===== config.mk =====
export PLATFORM = sky130hd
export DESIGN_NAME = tsl_playout
export DESIGN_NICKNAME = d
export VERILOG_FILES = /design/src/rtl/tsl_pkg.sv /design/src/rtl/tsl_fifo.sv /design/src/rtl/tsl_slot_seq.sv /design/src/rtl/tsl_playout.sv
export SDC_FILE = /design/constraint.sdc
export NUM_CORES = 1
export LEC_CHECK = 0
export CAP_MARGIN = 20
export CORE_MARGIN = 2
export CORE_UTILIZATION = 50
export CTS_BUF_LIST = sky130_fd_sc_hd__clkbuf_8
export DETAILED_ROUTE_END_ITERATION = 8
export HOLD_SLACK_MARGIN = 0.15
export PLACE_DENSITY = 0.72
export SETUP_SLACK_MARGIN = 0.5
export SYNTH_ARGS = -nofsm -noshare
export SYNTH_HDL_FRONTEND = slang
export SYNTH_SLANG_ARGS = --single-unit
export TNS_END_PERCENT = 1

===== constraint.sdc =====
create_clock -name clk -period 12.4 [get_ports clk]
set_input_delay 2.48 -clock clk [delete_from_list [all_inputs] [get_ports clk]]
set_output_delay 2.48 -clock clk [all_outputs]
set_load 0.03 [all_outputs]

===== src/rtl/tsl_pkg.sv =====
package tsl_pkg;
  localparam int BYTE_W  = 8;
  localparam int WORD_W  = 32;
  localparam int ENTRY_W = 8;

  typedef struct packed {
    logic       spare;
    logic       eof;
    logic [1:0] pin;
    logic       reload;
    logic [2:0] src;
  } tsl_entry_t;

  // Source 0..3 selects a byte of the holding word, 4..7 a byte of the feedback word
  function automatic logic [BYTE_W-1:0] pick_byte(input logic [2:0] src,
                                                   input logic [WORD_W-1:0] hold,
                                                   input logic [WORD_W-1:0] fb);
    logic [WORD_W-1:0] w;
    w = src[2] ? fb : hold;
    return w[src[1:0]*BYTE_W +: BYTE_W];
  endfunction
endpackage


===== src/rtl/tsl_fifo.sv =====
module tsl_fifo #(
  parameter int DEPTH = 24,
  parameter int W     = 32
) (
  input  logic         clk,
  input  logic         rst_n,
  input  logic         wr_en,
  input  logic [W-1:0] wr_data,
  input  logic         rd_en,
  output logic [W-1:0] rd_data,
  output logic         empty,
  output logic         full
);
  localparam int AW = (DEPTH > 1) ? $clog2(DEPTH) : 1;
  localparam int CW = $clog2(DEPTH + 1);

  logic [W-1:0]  mem [DEPTH];
  logic [AW-1:0] wp, rp;
  logic [CW-1:0] cnt;
  logic          push, pop;

  assign empty   = (cnt == '0);
  assign full    = (cnt == CW'(DEPTH));
  assign push    = wr_en && !full;
  assign pop     = rd_en && !empty;
  assign rd_data = mem[rp];

  function automatic logic [AW-1:0] bump(input logic [AW-1:0] p);
    return (p == AW'(DEPTH - 1)) ? '0 : p + 1'b1;
  endfunction

  always_ff @(posedge clk) begin
    if (push) mem[wp] <= wr_data;
  end

  always_ff @(posedge clk or negedge rst_n) begin
    if (!rst_n) begin
      wp  <= '0;
      rp  <= '0;
      cnt <= '0;
    end else begin
      if (push) wp <= bump(wp);
      if (pop)  rp <= bump(rp);
      case ({push, pop})
        2'b10:   cnt <= cnt + 1'b1;
        2'b01:   cnt <= cnt - 1'b1;
        default: cnt <= cnt;
      endcase
    end
  end
endmodule


===== src/rtl/tsl_slot_seq.sv =====
module tsl_slot_seq
  import tsl_pkg::*;
#(
  parameter int NUM_SLOTS = 32
) (
  input  logic                       clk,
  input  logic                       rst_n,
  input  logic                       half_en,
  input  logic [NUM_SLOTS*ENTRY_W-1:0] slot_list,
  input  logic [WORD_W-1:0]          fb_word,
  input  logic [WORD_W-1:0]          fifo_head,
  input  logic                       fifo_empty,
  output logic                       fifo_pop,
  output logic                       load_evt,
  output logic                       shift_evt,
  output logic                       phase,
  output logic                       active,
  output logic                       data_bit,
  output logic [1:0]                 pin_sel,
  output logic                       frame_mark,
  output logic                       underrun
);
  localparam int IDX_W = (NUM_SLOTS > 1) ? $clog2(NUM_SLOTS) : 1;

  logic [IDX_W-1:0]  idx, nxt_idx;
  logic [2:0]        bit_cnt;
  logic [BYTE_W-1:0] shreg;
  logic [WORD_W-1:0] hold, hold_nx;
  tsl_entry_t        cur_e, nxt_e;
  logic              boundary, starve;

  assign cur_e    = tsl_entry_t'(slot_list[idx*ENTRY_W +: ENTRY_W]);
  assign nxt_idx  = (!active || cur_e.eof || idx == IDX_W'(NUM_SLOTS - 1)) ? '0 : idx + 1'b1;
  assign nxt_e    = tsl_entry_t'(slot_list[nxt_idx*ENTRY_W +: ENTRY_W]);

  assign boundary  = half_en && !phase;
  assign load_evt  = boundary && (!active || bit_cnt == 3'd7);
  assign shift_evt = boundary && !load_evt;
  assign fifo_pop  = load_evt && nxt_e.reload && !fifo_empty;
  assign starve    = load_evt && nxt_e.reload && fifo_empty;
  assign hold_nx   = fifo_pop ? fifo_head : hold;

  assign data_bit   = shreg[BYTE_W-1];
  assign frame_mark = active && (idx == '0);

  always_ff @(posedge clk or negedge rst_n) begin
    if (!rst_n) begin
      phase    <= 1'b0;
      active   <= 1'b0;
      idx      <= '0;
      bit_cnt  <= '0;
      shreg    <= '0;
      hold     <= '0;
      pin_sel  <= '0;
      underrun <= 1'b0;
    end else begin
      if (half_en) phase <= !phase;
      if (starve)  underrun <= 1'b1;
      if (load_evt) begin
        active  <= 1'b1;
        idx     <= nxt_idx;
        bit_cnt <= '0;
        hold    <= hold_nx;
        pin_sel <= nxt_e.pin;
        shreg   <= pick_byte(nxt_e.src, hold_nx, fb_word);
      end else if (shift_evt) begin
        bit_cnt <= bit_cnt + 1'b1;
        shreg   <= {shreg[BYTE_W-2:0], 1'b0};
      end
    end
  end
endmodule


===== src/rtl/tsl_playout.sv =====
module tsl_playout
  import tsl_pkg::*;
#(
  parameter int NUM_SLOTS  = 32,
  parameter int FIFO_DEPTH = 24,
  parameter int NUM_PINS   = 4
) (
  input  logic                         clk,
  input  logic                         rst_n,
  input  logic                         wr_en,
  input  logic [WORD_W-1:0]            wr_data,
  output logic                         fifo_full,
  input  logic                         half_en,
  input  logic                         bclk_inv,
  input  logic [NUM_SLOTS*ENTRY_W-1:0] slot_list,
  input  logic [WORD_W-1:0]            fb_word,
  output logic                         bclk_out,
  output logic                         ws_out,
  output logic [NUM_PINS-1:0]          sd_out,
  output logic [NUM_PINS-1:0]          sd_oe,
  output logic                         underrun
);
  logic [WORD_W-1:0] fifo_head;
  logic              fifo_empty, pop_evt, load_evt, shift_evt;
  logic              phase, active, data_bit;
  logic [1:0]        pin_sel;

  tsl_fifo #(.DEPTH(FIFO_DEPTH), .W(WORD_W)) u_fifo (
    .clk(clk), .rst_n(rst_n), .wr_en(wr_en), .wr_data(wr_data),
    .rd_en(pop_evt), .rd_data(fifo_head), .empty(fifo_empty), .full(fifo_full)
  );

  tsl_slot_seq #(.NUM_SLOTS(NUM_SLOTS)) u_seq (
    .clk(clk), .rst_n(rst_n), .half_en(half_en), .slot_list(slot_list),
    .fb_word(fb_word), .fifo_head(fifo_head), .fifo_empty(fifo_empty),
    .fifo_pop(pop_evt), .load_evt(load_evt), .shift_evt(shift_evt),
    .phase(phase), .active(active), .data_bit(data_bit), .pin_sel(pin_sel),
    .frame_mark(ws_out), .underrun(underrun)
  );

  assign bclk_out = phase ^ bclk_inv;

  for (genvar i = 0; i < NUM_PINS; i++) begin : g_pin
    assign sd_oe[i]  = active && (pin_sel == 2'(i));
    assign sd_out[i] = sd_oe[i] && data_bit;
  end
endmodule


==> reports/metrics.cfg <==
[power_and_ir_drop]
vdd_drop_max_mv=0.1321
power_leakage_uw=0.01351
power.density_mw_per_mm2=194.8
design_power_total_uw=8170

[status]
status=complete, no violations

[cts]
clock_latency_ns=0.79
root_buffer=clkbuf_8
hold_buffers=0
ctsResizeCount=0
clk_pin_slew_ns=0.06
cts_htree_levels=4
clock_path_buffers=3
clock-sinks=836
cts_tree=done
cts_made_buffers=132
post_cts_buffers=0

[global_route]
grt_pass1_wl_mm=140.0
grt-ovfl-total=0
grt_start_max_net_pins=139
antenna_found_initial=6
grt_pass1_vias=20600
grt_use_total_pct=26.64

[synthesis]
yosys-top-cells-area=edfxtp_1, mux4_2, dfrtp_1
avgSynthCellArea_um2=18.80
ys_ff_latch=836
synth-async-reset-ratio_pct=8.134
ys_seq_area_share_pct=70.16
post-synth-top-count-cell=edfxtp_1
synth_ff_type=edfxtp_1
netlist_area_mm2=0.03530
syn_inst=1878
yosysTopAreaCellShare_pct=65.34
yosysTopAreaCell=edfxtp_1
synth_top_cells_by_count=edfxtp_1, mux4_2, nand2_1
syn_nets=2218
yosys.cell_types.count=79
synth_edf_count=768
yosys_warnings=0

[sta]
whs_ns=0.4896
finalClockSkew_ns=0.04460
tightest_slew_ns=1.012
fmax_mhz=151.4
rsz0062_at_grt=false
maxSlewViolCount=0
hold_viol_final=0
max_slew_margin_pct=32.51
tns_ns=0
period_share_pct=53.28
setup_viol=0
period_minus_slack_ns=6.607

[worst_setup_path]
timing.rr.start=u_seq.idx[0]
required_ns=13.07
worstPathMaxFanout=27
cp-end-kind=flip-flop
critPathLaunchType=input port
critPathArrivalTime_ns=7.28
r2r_slack_ns=6.20
worstRegToRegCells=17
timing.rr.end=u_fifo.cnt[4]
critical_path_class=input port to flip-flop

[routing]
routed-wl-met3_mm=7.586
routedWlPerCell_um=29.21
dr.pass1.iters=7
maxUsedRoutingLayer=met5
drt-initial-drc-count=2104
num_vias=20110
drt-met1-wl_mm=37.15
drc=0
vias_per_cell=6.118
drt_wl_total_mm=96.01
wl_met2_mm=48.39
postRouteAntennaNets=0

[worst_hold_path]
hold_depth=1
hold_class=flip-flop to flip-flop
min_to=u_seq.hold[24]
min-delay-start=u_seq.hold[24]

[placed_design]
dp.cells=3048
gp_congestion=0.9054
hpwlAfterDp_mm=59.32
port_buffers=304

[floorplan]
core-area_mm2=0.06991
num_io_pins=337
die_w_um=269.7
num_rows=97
die_h_um=269.7
start_util_pct=50.49
die_area_mm2=0.07274

[layout]
final_nets=2583
syn_to_final_growth_pct=18.79
drive_gt1_share_pct=22.29
layout.cells.non_filler=3287

[job]
drv_cap=0

-- sequential cells by signal, summed over array words and instances, names as in the netlist --
signal / count
u_fifo.cnt: 5
u_fifo.mem: 768
u_fifo.rp: 5
u_fifo.wp: 5
u_seq.active: 1
u_seq.bit_cnt: 3
u_seq.hold: 32
u_seq.idx: 5
u_seq.phase: 1
u_seq.pin_sel: 2
u_seq.shreg: 8
u_seq.underrun: 1
-- worst max-delay path: stages --
cell and delay (ns):
clkdlybuf4s50_1 0.40, mux2i_1 0.25, a22oi_1 0.15, a211oi_2 0.38, o41a_1 0.21, buf_4 0.27
nand2_4 0.28, or3_1 0.42, a31oi_2 0.80, a21o_2 0.67, a311oi_1 0.26, or4_1 0.52
o211a_1 0.15
-- worst max-delay path by stage --
stage          slack (ns)              to     startpoint
3_3_place_gp         5.13   u_fifo.cnt[4]  slot_list[30]
4_1_cts              5.92   u_fifo.cnt[4]  slot_list[30]
5_1_grt              5.70   u_fifo.cnt[4]  slot_list[30]
6_report             5.79  u_seq.shreg[3]  slot_list[30]
2_1_floorplan        6.54   u_fifo.cnt[4]  slot_list[30]
3_5_place_dp         5.05   u_fifo.cnt[4]  slot_list[30]
-- cells in the final DEF, fill, tap and decap left out, types with 25 or more instances in the layout --
cell / n
a211oi_1: 25
a21oi_1: 52
buf_4: 45
clkbuf_8: 138
clkdlybuf4s50_1: 303
clkinv_1: 30
dfrtp_1: 62
edfxtp_1: 768
inv_1: 63
mux2i_1: 72
mux4_2: 246
nand2_1: 108
nand3_1: 44
nor2_1: 64
o21ai_0: 37
-- kinds of logic after synthesis --
kind of cell    count (synthesis)  synth area share, %
flops                         836                70.16
mux                           338                18.44
simple gates                  308                3.991
compound gates                233                4.761
buf+inv                       134                1.730
fa+ha+maj                      15               0.5530
xor+xnor                       14               0.3687
-- per-stage QoR --
step | worst slack (ns) | cell area [µm²] | utilization (%)
after floorplan | 6.537 | 35300 | -
after global placement | 5.131 | 39540 | 56.56
after detailed placement | 5.045 | 39540 | 56.56
after CTS | 5.916 | 41920 | 59.97
after global routing | 5.699 | 41930 | 59.98
final | 5.793 | 41930 | 59.98
-- metal layers --
metal,vias up,global-route usage (%)
li1,8505,-
met1,10510,34.17
met2,941,44.35
met3,150,7.151
met4,8,8.904
met5,-,0
-- cell type report --
type                       count  area [µm²]
antenna                        1       2.502
multi-input combinational    908       10120
sequential                   836       24780
clock buffer                 138        1899
tap                          940        1176
fill                        5085       27980
timing repair buffer         350        3411
clock inverter                99       481.7
inverter                      15       56.30
-- power breakdown --
| part | leakage [µW] | switching, µW | internal [µW] | total, µW |
|---|---|---|---|---|
| clock network | 0.00137 | 1050 | 1070 | 2120 |
| registers | 0.00778 | 133 | 3330 | 3460 |
| logic | 0.00436 | 1430 | 1150 | 2590 |
(Power assumes the default switching activity.)
